==> config.mk <==
export PLATFORM = sky130hd
export DESIGN_NAME = gpio_dbc_top
export DESIGN_NICKNAME = d
export VERILOG_FILES = /design/src/rtl/gpio_dbc_pkg.sv /design/src/rtl/gpio_dbc_sync.sv /design/src/rtl/gpio_dbc_filter.sv /design/src/rtl/gpio_dbc_irq.sv /design/src/rtl/gpio_dbc_top.sv
export SDC_FILE = /design/constraint.sdc
export NUM_CORES = 1
export LEC_CHECK = 0
export BUFFER_PORTS_ARGS = -buffer_cell sky130_fd_sc_hd__buf_2
export CAP_MARGIN = 5
export CORE_MARGIN = 8
export CORE_UTILIZATION = 40
export CTS_CLUSTER_DIAMETER = 120
export DETAILED_ROUTE_END_ITERATION = 12
export HOLD_SLACK_MARGIN = 0.05
export PLACE_DENSITY_LB_ADDON = 0.25
export SYNTH_ARGS = -nofsm -noshare
export SYNTH_HDL_FRONTEND = slang
export SYNTH_SLANG_ARGS = --single-unit
==> constraint.sdc <==
create_clock -name clk -period 11.17 [get_ports clk]
set_input_delay 2.234 -clock clk [delete_from_list [all_inputs] [get_ports clk]]
set_output_delay 2.234 -clock clk [all_outputs]
set_load 0.01 [all_outputs]
==> src/rtl/gpio_dbc_pkg.sv <==
package gpio_dbc_pkg;
   localparam int ADDR_W = 8;
   localparam int BUS_W  = 32;
   typedef logic [ADDR_W-1:0] addr_t;
   localparam addr_t OFS_DOUT  = 8'h00;
   localparam addr_t OFS_DIN   = 8'h04;
   localparam addr_t OFS_DIR   = 8'h08;
   localparam addr_t OFS_RAWIN = 8'h0C;
   localparam addr_t OFS_SET   = 8'h10;
   localparam addr_t OFS_CLR   = 8'h14;
   localparam addr_t OFS_PEN   = 8'h18;
   localparam addr_t OFS_PSEL  = 8'h1C;
   localparam addr_t OFS_IEN   = 8'h20;
   localparam addr_t OFS_RAW   = 8'h24;
   localparam addr_t OFS_MSKD  = 8'h28;
   localparam addr_t OFS_MASK  = 8'h2C;
   localparam addr_t OFS_ACK   = 8'h30;
   localparam addr_t OFS_TYPE  = 8'h34;
   localparam addr_t OFS_BOTH  = 8'h38;
   localparam addr_t OFS_POL   = 8'h3C;
   localparam addr_t OFS_DBEN  = 8'h40;
   localparam addr_t OFS_PRE   = 8'h44;
endpackage

==> src/rtl/gpio_dbc_sync.sv <==
module gpio_dbc_sync #(
   parameter int N      = 32,
   parameter int STAGES = 2
) (
   input  logic         clk,
   input  logic         rst_n,
   input  logic [N-1:0] d,
   output logic [N-1:0] q
);
   if (STAGES < 2) begin : g_bad
      $error("gpio_dbc_sync: STAGES must be at least 2");
   end

   logic [N-1:0] stg [STAGES];

   for (genvar s = 0; s < STAGES; s++) begin : g_stage
      always_ff @(posedge clk or negedge rst_n) begin
         if (!rst_n) stg[s] <= '0;
         else if (s == 0) stg[s] <= d;
         else stg[s] <= stg[(s > 0) ? s-1 : 0];
      end
   end

   assign q = stg[STAGES-1];
endmodule

==> src/rtl/gpio_dbc_filter.sv <==
module gpio_dbc_filter #(
   parameter int N     = 32,
   parameter int PRE_W = 24
) (
   input  logic             clk,
   input  logic             rst_n,
   input  logic [PRE_W-1:0] presc,
   input  logic [N-1:0]     active,
   input  logic [N-1:0]     d,
   output logic [N-1:0]     q,
   output logic [N-1:0]     filt,
   output logic             tick
);
   logic [PRE_W-1:0] cnt_q;
   logic [PRE_W-1:0] lim;
   logic [N-1:0]     samp_q, filt_q;

   assign lim  = (presc == '0) ? '0 : presc - 1'b1;
   assign tick = (cnt_q >= lim);

   always_ff @(posedge clk or negedge rst_n) begin
      if (!rst_n) cnt_q <= '0;
      else if (tick) cnt_q <= '0;
      else cnt_q <= cnt_q + 1'b1;
   end

   always_ff @(posedge clk or negedge rst_n) begin
      if (!rst_n) begin
         samp_q <= '0;
         filt_q <= '0;
      end else begin
         for (int i = 0; i < N; i++) begin
            if (!active[i]) begin
               samp_q[i] <= d[i];
               filt_q[i] <= d[i];
            end else if (tick) begin
               samp_q[i] <= d[i];
               if (d[i] == samp_q[i]) filt_q[i] <= d[i];
            end
         end
      end
   end

   assign q    = (filt_q & active) | (d & ~active);
   assign filt = filt_q;
endmodule

==> src/rtl/gpio_dbc_irq.sv <==
module gpio_dbc_irq #(
   parameter int N = 32
) (
   input  logic         clk,
   input  logic         rst_n,
   input  logic [N-1:0] lvl,
   input  logic [N-1:0] en,
   input  logic [N-1:0] is_level,
   input  logic [N-1:0] both,
   input  logic [N-1:0] pol,
   input  logic         ack_we,
   input  logic [N-1:0] ack,
   output logic [N-1:0] raw
);
   logic [N-1:0] prev_q, ev, edge_ev, lvl_ev;

   always_comb begin
      for (int i = 0; i < N; i++) begin
         if (both[i]) edge_ev[i] = lvl[i] ^ prev_q[i];
         else if (pol[i]) edge_ev[i] = prev_q[i] & ~lvl[i];
         else edge_ev[i] = lvl[i] & ~prev_q[i];
         lvl_ev[i] = pol[i] ? ~lvl[i] : lvl[i];
      end
   end

   assign ev = en & ((is_level & lvl_ev) | (~is_level & edge_ev));

   always_ff @(posedge clk or negedge rst_n) begin
      if (!rst_n) begin
         prev_q <= '0;
         raw    <= '0;
      end else begin
         prev_q <= lvl;
         raw    <= (raw & ~(ack_we ? ack : '0)) | ev;
      end
   end
endmodule

==> src/rtl/gpio_dbc_top.sv <==
module gpio_dbc_top
   import gpio_dbc_pkg::*;
#(
   parameter int N           = 32,
   parameter int PRE_W       = 24,
   parameter int SYNC_STAGES = 2,
   parameter bit DBC_EN      = 1'b1
) (
   input  logic              clk,
   input  logic              rst_n,
   input  logic              bus_sel,
   input  logic              bus_wr,
   input  logic [ADDR_W-1:0] bus_addr,
   input  logic [BUS_W-1:0]  bus_wdata,
   output logic [BUS_W-1:0]  bus_rdata,
   input  logic [N-1:0]      gpio_in,
   output logic [N-1:0]      gpio_out,
   output logic [N-1:0]      gpio_oe,
   output logic [N-1:0]      pull_en,
   output logic [N-1:0]      pull_sel,
   output logic              irq
);
   if (N < 1 || N > BUS_W) begin : g_bad_n
      $error("gpio_dbc_top: N must be 1..32");
   end
   if (PRE_W < 1 || PRE_W > BUS_W) begin : g_bad_pre
      $error("gpio_dbc_top: PRE_W must be 1..32");
   end

   logic [N-1:0]     dout_q, dir_q, pen_q, psel_q, ien_q, mask_q;
   logic [N-1:0]     type_q, both_q, pol_q, dben_q;
   logic [PRE_W-1:0] pre_q;
   logic [N-1:0]     sync_in, filt_in, raw, masked, dbc_active, dbc_filt;
   logic             dbc_tick;
   logic             we;
   logic [N-1:0]     wd;

   assign we = bus_sel & bus_wr;
   assign wd = bus_wdata[N-1:0];

   always_ff @(posedge clk or negedge rst_n) begin
      if (!rst_n) begin
         dout_q <= '0; dir_q <= '0; pen_q <= '0; psel_q <= '0;
         ien_q  <= '0; mask_q <= '0; type_q <= '0; both_q <= '0;
         pol_q  <= '0; dben_q <= '0; pre_q <= '0;
      end else if (we) begin
         case (bus_addr)
            OFS_DOUT: dout_q <= wd;
            OFS_SET:  dout_q <= dout_q | wd;
            OFS_CLR:  dout_q <= dout_q & ~wd;
            OFS_DIR:  dir_q  <= wd;
            OFS_PEN:  pen_q  <= wd;
            OFS_PSEL: psel_q <= wd;
            OFS_IEN:  ien_q  <= wd;
            OFS_MASK: mask_q <= wd;
            OFS_TYPE: type_q <= wd;
            OFS_BOTH: both_q <= wd;
            OFS_POL:  pol_q  <= wd;
            OFS_DBEN: dben_q <= wd;
            OFS_PRE:  pre_q  <= bus_wdata[PRE_W-1:0];
            default: ;
         endcase
      end
   end

   gpio_dbc_sync #(.N(N), .STAGES(SYNC_STAGES)) u_sync (
      .clk(clk), .rst_n(rst_n), .d(gpio_in), .q(sync_in)
   );

   if (DBC_EN) begin : g_dbc
      assign dbc_active = dben_q & ien_q;
      gpio_dbc_filter #(.N(N), .PRE_W(PRE_W)) u_filt (
         .clk(clk), .rst_n(rst_n), .presc(pre_q), .active(dbc_active),
         .d(sync_in), .q(filt_in), .filt(dbc_filt), .tick(dbc_tick)
      );
   end else begin : g_nodbc
      assign dbc_active = '0;
      assign filt_in    = sync_in;
      assign dbc_filt   = sync_in;
      assign dbc_tick   = 1'b0;
   end

   gpio_dbc_irq #(.N(N)) u_irq (
      .clk(clk), .rst_n(rst_n), .lvl(filt_in), .en(ien_q),
      .is_level(type_q), .both(both_q), .pol(pol_q),
      .ack_we(we && bus_addr == OFS_ACK), .ack(wd), .raw(raw)
   );

   assign masked = raw & ~mask_q;
   assign irq    = |masked;

   function automatic logic [BUS_W-1:0] ext(input logic [N-1:0] v);
      logic [BUS_W-1:0] r;
      r = '0;
      r[N-1:0] = v;
      return r;
   endfunction

   always_comb begin
      bus_rdata = '0;
      if (bus_sel && !bus_wr) begin
         case (bus_addr)
            OFS_DOUT:  bus_rdata = ext(dout_q);
            OFS_DIN:   bus_rdata = ext(filt_in);
            OFS_DIR:   bus_rdata = ext(dir_q);
            OFS_RAWIN: bus_rdata = ext(sync_in);
            OFS_PEN:   bus_rdata = ext(pen_q);
            OFS_PSEL:  bus_rdata = ext(psel_q);
            OFS_IEN:   bus_rdata = ext(ien_q);
            OFS_RAW:   bus_rdata = ext(raw);
            OFS_MSKD:  bus_rdata = ext(masked);
            OFS_MASK:  bus_rdata = ext(mask_q);
            OFS_TYPE:  bus_rdata = ext(type_q);
            OFS_BOTH:  bus_rdata = ext(both_q);
            OFS_POL:   bus_rdata = ext(pol_q);
            OFS_DBEN:  bus_rdata = ext(dben_q);
            OFS_PRE:   bus_rdata[PRE_W-1:0] = pre_q;
            default:   bus_rdata = '0;
         endcase
      end
   end

   assign gpio_out = dout_q;
   assign gpio_oe  = dir_q;
   assign pull_en  = pen_q;
   assign pull_sel = psel_q;
endmodule

==> results.md, run 1 <==
* CP endpoint kind: output port
* Gate power share at between 10% and 20%
* Layout cells sized above 1 at 26.54%
* Worst-Skew Late Latency at around 630 ps
* Final hold viol count at 0
* Wire length on met2 at roughly 46000 µm
* WL final at roughly 110000 µm
* Residual DRC at 0
* Setup WS pre-CTS at 3065 ps
* Setup CP Type: in -> out
* Tcrit/Tclk final at between 70% and 80%
* Horiz. Die Dim at approximately 280 µm
* Psw at between 1 and 1.5 mW
* Hold Crit Class: reg -> reg
* Initial antenna violation count at 7
* CTS tree: yes
* Hpwl dp at about 72000 µm
* Setup Fix Bufs, Post-CTS at 0
* Max Root-Sink Buffers at 3
* Count of cell types in the netlist at 78
* CTS buffer count at 66
* Worst-path clk slew at 50 ps
* Met1 wire length at roughly 43000 µm
* CTS H-tree depth at 3
* Achievable clock frequency at 119.5 MHz
* Final min period at between 8000 and 9000 ps
* Outcome: completed
* Largest net degree at the start of global routing at approximately 160
* Reg-to-Reg Start: pre_q[18]$_DFFE_PN0P_
* Unrepaired setup endpoints after global routing: no
* Max Cap Violations at 0
* Commonest non-fill, non-tap cells in the layout: dfrtp_1, mux2_2, buf_2
* Maximum vdd drop at a little over 0.00009 V
* Gr usage total at 25.55%
* Main synth FF type: dfrtp_1
* Hold Startpoint: u_sync.stg[49]$_DFF_PN0_
* Vias at ~23000
* Mapped Area at between 20000 and 30000 µm²
* Worst Setup SP: bus_addr[4]
* Initial drt markers at around 3000
* Rows at approximately 100
* Count of final setup violators at 0
* Post-Synthesis Cells at between 2000 and 3000
* Worst EP required at a little under 9000 ps
* Number of synthesized flops with an enable pin at 0
* Core area at 71120 µm²
* Initial Utilization at approximately two fifths
* Fill cells at 6564
* Max FO, Critical Path at 21
* Top Layer Used: met5
* Sequential power share at ~44%
* Grt ovf at 0
* Clock Sinks at between 500 and 600
* Fin nets at a little under 3000
* Syn_nets at roughly 2800
* Power per Cell Area at roughly 160 nW/µm²
* IO Count at approximately 240
* First-pass GRT wire length at 156200 µm
* Int Power at approximately 3.7 mW
* TNS Setup at 0 ps
* Clock Skews at between 30 and 40 ps
* WL met3 at about 10000 µm
* Vias in the first global route at roughly 23000
* Leading cell type in the layout, fill and taps excluded: dfrtp_1
* Die Area at about 80000 µm²
* Worst-margin pin slew at approximately 1300 ps
* Antenna viol nets, final at 0
* Leakage at 15.45 nW
* Via/cell ratio at between 6 and 7
* Count of pins over their slew limit at 0
* Die Ht at between 200 and 300 µm
* Worst Path Arrival at slightly above 6000 ps
* Cts hold-fix bufs at 0
* Clock network power share at a little over two fifths
* YS warnings at 0
* P&R area growth vs syn at 15.21%
* Port Buf Inserts at ~240
* FF+latch count, synth at 560
* Slew headroom at 15.97%
* Drt first pass iters at 6
* WL/cell at between 20 and 30 µm
* Post-synthesis async set-or-reset flop share at 100.0%
* Seq/Total Area, Yosys at about half
* Crit path launch type: input pin
* Setup slack after layout at 2804 ps
* Avg Cell Area, Syn at around 11 µm²
* Net switching fraction of the power at ~28%
* PostCTS Resize Cnt at 0
* Routability Congestion at about 0.94
* Root Buffer: clkbuf_16
[path summary, 6_finish.rpt]
kind                                                       end  slack (ps)  cells after the start
setup / recovery                                  bus_rdata[0]        2800                     10
min in group asynchronous             u_sync.stg[40]$_DFF_PN0_        1690                      1
hold reg to reg                         u_sync.q[17]$_DFF_PN0_         350                      0
hold / removal                          u_sync.q[17]$_DFF_PN0_         350                      0
max in group asynchronous  g_dbc.u_filt.samp_q[20]$_DFFE_PN0P_        7130                      3
setup reg to reg             g_dbc.u_filt.filt[16]$_DFFE_PN0P_        6140                     13
[per-layer routing]
layer,vias to the layer above,global-route usage (%)
met5,-,0
met4,4,14.40
met3,322,5.971
met2,1250,38.76
met1,11820,33.47
li1,9964,-
[critical path, stage by stage]
cell,delay (ps)
buf_2,560
buf_4,460
nor2b_1,470
and2_1,720
buf_4,310
nand3_1,310
o21ai_0,280
a31oi_1,60
a31oi_1,470
buf_2,240
[synth_stat cells, types with 26 or more instances]
cell type | instances | area, µm²
a211oi_1 | 40 | 300.3
a21oi_1 | 86 | 430.4
a22o_1 | 40 | 350.3
a22oi_1 | 89 | 668.1
a31oi_1 | 49 | 306.5
and3_1 | 39 | 244.0
buf_2 | 75 | 375.4
clkbuf_1 | 65 | 244.0
dfrtp_1 | 560 | 14010
ha_1 | 91 | 1139
inv_1 | 120 | 450.4
mux2_2 | 324 | 3649
mux2i_1 | 26 | 260.3
nand2_1 | 231 | 867.1
nor2_1 | 93 | 349.1
nor2b_1 | 30 | 187.7
o211ai_1 | 33 | 247.7
o21ai_0 | 153 | 765.7
o22ai_1 | 39 | 244.0
o31ai_1 | 32 | 240.2
o32a_1 | 32 | 320.3
xnor2_1 | 46 | 402.9
xor2_1 | 27 | 236.5
[power by group through the flow]
stage | Sequential [mW] | Combinational, mW | Clock (mW)
6_report | 2.27 | 0.633 | 2.21
5_1_grt | 2.28 | 0.688 | 2.33
3_5_place_dp | 2.30 | 0.629 | 0
4_1_cts | 2.26 | 0.632 | 2.24
2_1_floorplan | 2.26 | 0.387 | 0
3_3_place_gp | 2.30 | 0.606 | 0
[sequential cells by signal, summed over array words and instances, names as in the netlist]
signal,count
both_q,32
dben_q,32
g_dbc.u_filt.cnt_q,24
g_dbc.u_filt.filt,32
g_dbc.u_filt.samp_q,32
gpio_oe,32
gpio_out,32
ien_q,32
mask_q,32
pol_q,32
pre_q,24
pull_en,32
pull_sel,32
type_q,32
u_irq.prev_q,32
u_irq.raw,32
u_sync.q,32
u_sync.stg,32
[cell type report]
class / count / area (µm²) / share of cell area [%]
Inverter: 120 / 450.4 / 1.369
Clock buffer: 94 / 1951 / 5.927
Antenna cell: 2 / 5.005 / 0.01521
Timing Repair Buffer: 288 / 1627 / 4.942
Clock inverter: 20 / 242.7 / 0.7375
Tap cell: 950 / 1189 / 3.612
Sequential cell: 560 / 14010 / 42.58
Multi-Input combinational cell: 1763 / 13430 / 40.82
[through the flow]
| stage | total power [mW] | util, % | hold slack, ps | cell area [µm²] | instances |
|---|---|---|---|---|---|
| floorplan | 2.647 | - | 331.2 | 28570 | 2605 |
| global placement | 2.902 | 43.15 | 333.3 | 30690 | 3680 |
| detailed placement | 2.928 | 43.19 | 334.7 | 30710 | 3681 |
| CTS | 5.139 | 46.27 | 347.6 | 32910 | 3795 |
| global route | 5.296 | 46.27 | 355.0 | 32910 | 3795 |
| finish | 5.112 | 46.28 | 345.1 | 32910 | 3797 |
[kinds of logic after synthesis]
kind of cell | after synthesis | synth area share, %
compound gates | 710 | 16.95
flops | 560 | 49.06
simple gates | 528 | 9.198
mux | 361 | 14.27
buf+inv | 282 | 4.297
fa+ha+maj | 91 | 3.986
xor+xnor | 73 | 2.238
Note: power is estimated with default switching activity, not from simulation.
==> inputs of run 2 (changes only) <==
--- a/config.mk
+++ b/config.mk
@@ -5,6 +5,7 @@
 export SDC_FILE = /design/constraint.sdc
 export NUM_CORES = 1
 export LEC_CHECK = 0
+export ABC_AREA = 1
 export BUFFER_PORTS_ARGS = -buffer_cell sky130_fd_sc_hd__buf_2
 export CAP_MARGIN = 5
 export CORE_MARGIN = 8
==> constraint.sdc (replaced) <==
create_clock -name clk -period 8 [get_ports clk]
set_input_delay 1.6 -clock clk [delete_from_list [all_inputs] [get_ports clk]]
set_output_delay 1.6 -clock clk [all_outputs]
set_load 0.01 [all_outputs]
==> run 2 against run 1 <==
Net effect: flip-flop and latch count is the same; area after synthesis grew 1.1%; non-clock buffer count shrank 21; hold slack gained 1.0 ps; largest cell class unchanged; utilization grew 0.10 points; power grew 33%; routed wire length shrank 10%; clock power grew 37%.
==> results.md, run 2 <==
* Outcome: completed
* Vias at about 26000
* Antenna viol nets, final at 0
* TNS Setup at 0 ps
* Max FO, Critical Path at 27
* Slew headroom at between 10% and 20%
* Max Root-Sink Buffers at 3
* Cell taking the most area after synthesis: dfrtp_1
* Mapped Area at between 20000 and 30000 µm²
* Maximum vdd drop at roughly 0.00013 V
* Count of final setup violators at 0
* CTS tree: yes
* Port Buf Inserts at 236
* FF-to-FF End: g_dbc.u_filt.samp_q[7]$_DFFE_PN0P_
* Post-Synthesis Cells at around 3800
* Initial antenna violation count at 0
* Most frequent cells after synthesis: nand2_1, dfrtp_1, o21ai_0
* Grt ovf at 0
* WL/cell at 18.86 µm
* Seq/Total Area, Yosys at between 40 and 50%
* Commonest non-fill, non-tap cells in the layout: nand2_1, dfrtp_1, o21ai_0
* Hold EP: u_sync.q[8]$_DFF_PN0_
* Residual DRC at 0
* Via/cell ratio at around 5.1
* Post-synthesis async set-or-reset flop share at 100.0%
* Power per Cell Area at ~200 nW/µm²
* Drt first pass iters at 6
* Max incr delay on CP at 1060 ps
* Core area at 71490 µm²
* Cts hold-fix bufs at 0
* Synth top area cells: dfrtp_1, nand2_1, o21ai_0, inv_1, nor2_1
* Hpwl dp at a little over 60000 µm
* Clock Skews at between 30 and 40 ps
* Die Area at 81080 µm²
* CTS buffer count at a little under 70
* Achievable clock frequency at 156.4 MHz
* Number of synthesized flops with an enable pin at 0
* CP max-delay cell: nor2_4
* P&R area growth vs syn at 14.76%
* Leading cell type in the layout, fill and taps excluded: nand2_1
* Antenna Cells at 0
* Setup WS pre-CTS at 1689 ps
* WL final at around 95000 µm
* Root Buffer: clkbuf_16
* Gr usage total at a little under a quarter
* Vias in the first global route at roughly 25000
* Count of pins over their slew limit at 0
* Main synth FF type: dfrtp_1
* YS warnings at 0
* PostCTS Resize Cnt at 0
* Worst EP required at 6400 ps
* Reg-to-Reg Start: pre_q[0]$_DFFE_PN0P_
* Tcrit/Tclk final at roughly 80%
* Setup CP Type: in -> out
* Final min period at 6395 ps
* Avg Cell Area, Syn at between 7 and 8 µm²
* Crit path launch type: input pin
* Leakage at around 17 nW
* Setup Fix Bufs, Post-CTS at 0
* Worst-path clk slew at 50 ps
* Largest net degree at the start of global routing at 148
* FF+latch count, synth at 560
* FF-to-FF setup slack at roughly 3800 ps
* Worst-Skew Late Latency at just over 600 ps
* Routability Congestion at roughly 0.86
* Count of cell types in the netlist at 35
* CTS H-tree depth at 3
* Hold path depth at 0
* Critical-path cell list: buf_2, nor2_2, nand2_1, nor2_4, buf_4, nand2_1, nand2_1, nor2_1, nand3_1, nor2_1, nor2_1, buf_2
* CP endpoint kind: output port
* First-pass GRT wire length at 146700 µm
* Max Cap Violations at 0
* Most frequent cell after synthesis: nand2_1
* Final hold viol count at 0
* Worst-margin pin slew at around 1300 ps
* Hold Crit Class: reg -> reg
* R2R cell count at 15
* Die Ht at 284.8 µm
* Hold Startpoint: u_sync.stg[40]$_DFF_PN0_
* Synth top area share at approximately 49%
* Horiz. Die Dim at between 200 and 300 µm
* Setup slack after layout at 1605 ps
* Rows at just under 100
* Layout cells sized above 1 at 10.13%
* Worst Path Arrival at 4800 ps
* IO Count at ~240
* Unrepaired setup endpoints after global routing: no
* Initial drt markers at ~2100
* Syn_nets at roughly 4000
* Fin nets at ~4200
* Initial Utilization at between 40% and 50%
* Clock Sinks at 560
run 2: how the worst max path moves through the flow:
| stage | start | to | slack, ps | cells past startpoint |
|---|---|---|---|---|
| 2_1_floorplan | bus_addr[1] | bus_rdata[30] | 3500 | 11 |
| 3_3_place_gp | bus_addr[7] | bus_rdata[17] | 1750 | 12 |
| 3_5_place_dp | bus_addr[7] | bus_rdata[20] | 1690 | 12 |
| 4_1_cts | bus_addr[7] | bus_rdata[20] | 1690 | 12 |
| 5_1_grt | bus_addr[7] | bus_rdata[16] | 1460 | 12 |
| 6_report | bus_addr[7] | bus_rdata[20] | 1600 | 12 |
run 2: final cells by class:
| class | instances | area (µm²) |
|---|---|---|
| Clock inverter | 19 | 132.6 |
| Sequential cell | 560 | 14010 |
| Clock buffer | 98 | 2018 |
| Timing Repair Buffer | 267 | 1461 |
| Inverter | 443 | 1663 |
| Fill cell | 7183 | 38330 |
| Tap cell | 950 | 1189 |
| Multi-Input combinational cell | 2682 | 12680 |
run 2: cell families (layout without fill, tap and decap cells):
kind of cell	Yosys count	after routing	share of synthesized area [%]
AND/OR/NAND/NOR	1839	1839	25.21
AO/OA/AOI/OAI	701	701	12.77
buffers and inverters	605	827	8.029
flip-flops	560	560	48.51
adder cells (fa/ha/maj)	91	91	3.941
XOR/XNOR	51	51	1.546
run 2: stage by stage:
stage | area [µm²] | hold slack [ps] | utilization (%) | power (mW) | cells
floorplan | 28890 | 331.2 | - | 3.526 | 3847
global placement | 31000 | 333.7 | 43.37 | 3.802 | 4902
detailed placement | 31000 | 334.7 | 43.37 | 3.812 | 4902
CTS | 33150 | 346.3 | 46.38 | 6.856 | 5019
global route | 33150 | 355.6 | 46.38 | 7.092 | 5019
finish | 33150 | 346.1 | 46.38 | 6.788 | 5019
run 2: power by group:
group / internal [mW] / switching (mW) / total (mW)
sequential: 2.96 / 0.117 / 3.08
combinational: 0.228 / 0.457 / 0.685
clock: 1.78 / 1.24 / 3.02
run 2: critical path: cells and delay by family:
family        cells  cell delay (ps)
buf+inv           3              630
simple gates      9             2550
run 2: layer usage:
metal / track usage [%] / vias up / share of wire [%] / routed length, µm
met5: 0 / - / 0 / 0
met4: 8.995 / 0 / 3.8 / 3590
met3: 4.223 / 178 / 6.1 / 5791
met2: 36.27 / 729 / 45 / 42790
met1: 31.13 / 12100 / 45 / 42460
li1: - / 12560 / - / -
==> inputs of run 3 (changes only) <==
==> constraint.sdc (replaced) <==
create_clock -name clk -period 5.6 [get_ports clk]
set_input_delay 1.12 -clock clk [delete_from_list [all_inputs] [get_ports clk]]
set_output_delay 1.12 -clock clk [all_outputs]
set_load 0.01 [all_outputs]
==> run 3 against run 2 <==
Net effect: first-iteration DRC count increased by 1.7%; combinational power increased by 43%; routed wire length decreased by 0.52%; worst setup slack got worse by 860 ps; hold slack got worse by 0.67 ps; sequential share of layout area decreased by 0.31 points; largest cell class unchanged.
==> results.md, run 3 (synthesis results as in run 2) <==
* Outcome: completed
* Hold Crit Class: reg -> reg
* Worst EP required at around 4500 ps
* Vias in the first global route at ~25000
* Antenna viol nets, final at 0
* Residual DRC at 0
* WL final at roughly 94000 µm
* Die Ht at 284.8 µm
* CTS buffer count at 67
* FF-to-FF End: g_dbc.u_filt.filt[31]$_DFFE_PN0P_
* Met1 GRT Util at approximately a third
* Rows at 98
* Final hold viol count at 0
* PostCTS Resize Cnt at 0
* Placed Instances at 4919
* Worst-path clk slew at approximately 50 ps
* Initial Utilization at about 40%
* Horiz. Die Dim at approximately 280 µm
* Worst-margin pin slew at roughly 1000 ps
* Clock Skews at roughly 27 ps
* Worst-Skew Late Latency at between 600 and 700 ps
* Setup slack after layout at approximately 740 ps
* Leading cell type in the layout, fill and taps excluded: nand2_1
* Finished Layout Cells at around 5000
* Die Area at ~80000 µm²
* Setup WS pre-CTS at around 750 ps
* FF-to-FF setup slack at approximately 1400 ps
* Multi-input logic area at 12660 µm²
* Hold Startpoint: u_sync.stg[49]$_DFF_PN0_
* Max incr delay on CP at 540 ps
* Layout cells sized above 1 at about a tenth
* CP max-delay cell: nor2_4
* M3 GR Usage at approximately 3.6%
* Final min period at 4859 ps
* Maximum vdd drop at ~0.00019 V
* Worst Path Arrival at 3740 ps
* Max FO, Critical Path at 17
* Clock Sinks at 560
* CP endpoint kind: output port
* Critical-path cell list: buf_2, nor2_2, buf_4, nand3_1, nor2_4, inv_2, o21ai_0, nor2_1, nand2_1, nor2_1, nor2_1, buf_2
* Max Root-Sink Buffers at 3
* Via/cell ratio at 5.099
* Tcrit/Tclk final at 86.76%
* Vias at 25670
* Port Buf Inserts at between 200 and 250
* Slew headroom at around a third
* P&R area growth vs syn at 15.61%
* Initial antenna violation count at 5
* Initial drt markers at 2116
* Crit path launch type: input pin
* Count of final setup violators at 0
* Max Cap Violations at 0
* GR Layer Usage met2 at between 30% and 40%
* Leakage at 16.98 nW
* Largest net degree at the start of global routing at about 100
* First-pass GRT wire length at ~150000 µm
* Root Buffer: clkbuf_16
* WL/cell at between 15 and 20 µm
* Setup Fix Bufs, Post-CTS at 0
* Achievable clock frequency at just over 200 MHz
* Hold_ws at 345.5 ps
* Setup CP Type: in -> out
* Reg-to-Reg Start: pre_q[6]$_DFFE_PN0P_
* Hold EP: u_sync.q[17]$_DFF_PN0_
* CTS tree: yes
* Gr usage total at ~23%
* Hold path depth at 0
* Power per Cell Area at approximately 290 nW/µm²
* Unrepaired setup endpoints after global routing: no
* Count of pins over their slew limit at 0
* Cts hold-fix bufs at 0
* Antenna Cells at 0
* Fill cells at slightly above 7000
* Commonest non-fill, non-tap cells in the layout: nand2_1, dfrtp_1, o21ai_0
* Crit-path most repeated cell: nor2_1
* Hpwl dp at ~65000 µm
* IO Count at between 200 and 250
* Grt peak-use layer: met2
* Total power at 9.825 mW
* CTS H-tree depth at 3
* Drt first pass iters at 6
* R2R cell count at 18
* Grt ovf at 0
* Fin nets at around 4200
* Routability Congestion at between 0.9 and 1
* FF/Latch Area at between 10000 and 15000 µm²
* TNS Setup at 0 ps
* Core area at between 70000 and 80000 µm²
## run 3: worst max path at each step
stage                      from            end  slack, ps  cells after the start
finish              bus_addr[7]  bus_rdata[23]        740                     12
global route        bus_addr[7]  bus_rdata[23]        590                     12
CTS                 bus_addr[7]  bus_rdata[31]        740                     12
detailed placement  bus_addr[7]  bus_rdata[31]        750                     12
global placement    bus_addr[7]  bus_rdata[23]        820                     12
floorplan           bus_addr[1]  bus_rdata[30]       2060                     11
## run 3: metrics by stage
step	cell area, µm²	utilization (%)
2_1_floorplan	28890	-
3_3_place_gp	31180	43.61
3_5_place_dp	31180	43.61
4_1_cts	33400	46.72
5_1_grt	33400	46.72
6_report	33400	46.72
## run 3: final cells by class
type                    count  area share, %
inverters                 443          4.978
repair buffers            284          4.945
multi-input cells        2682          37.91
well taps                 950          3.559
clock inverters            20         0.8054
clock buffers              95          5.851
flip-flops and latches    560          41.96
## run 3: worst max-delay path, delay by kind of cell
kind	cells	cell delay [ps]
AO/OA/AOI/OAI	1	270
AND/OR/NAND/NOR	7	1400
buffers and inverters	4	930
## run 3: where the power goes
group | internal [mW] | total (mW) | switching [mW]
sequential | 4.23 | 4.40 | 0.167
clock | 2.66 | 4.45 | 1.78
combinational | 0.329 | 0.981 | 0.652
total | 7.22 | 9.82 | 2.60
## run 3: layer usage
metal | up-vias | wire, µm
li1 | 12580 | -
met1 | 12210 | 43120
met5 | - | 27
met2 | 723 | 42990
met4 | 4 | 2421
met3 | 148 | 5589
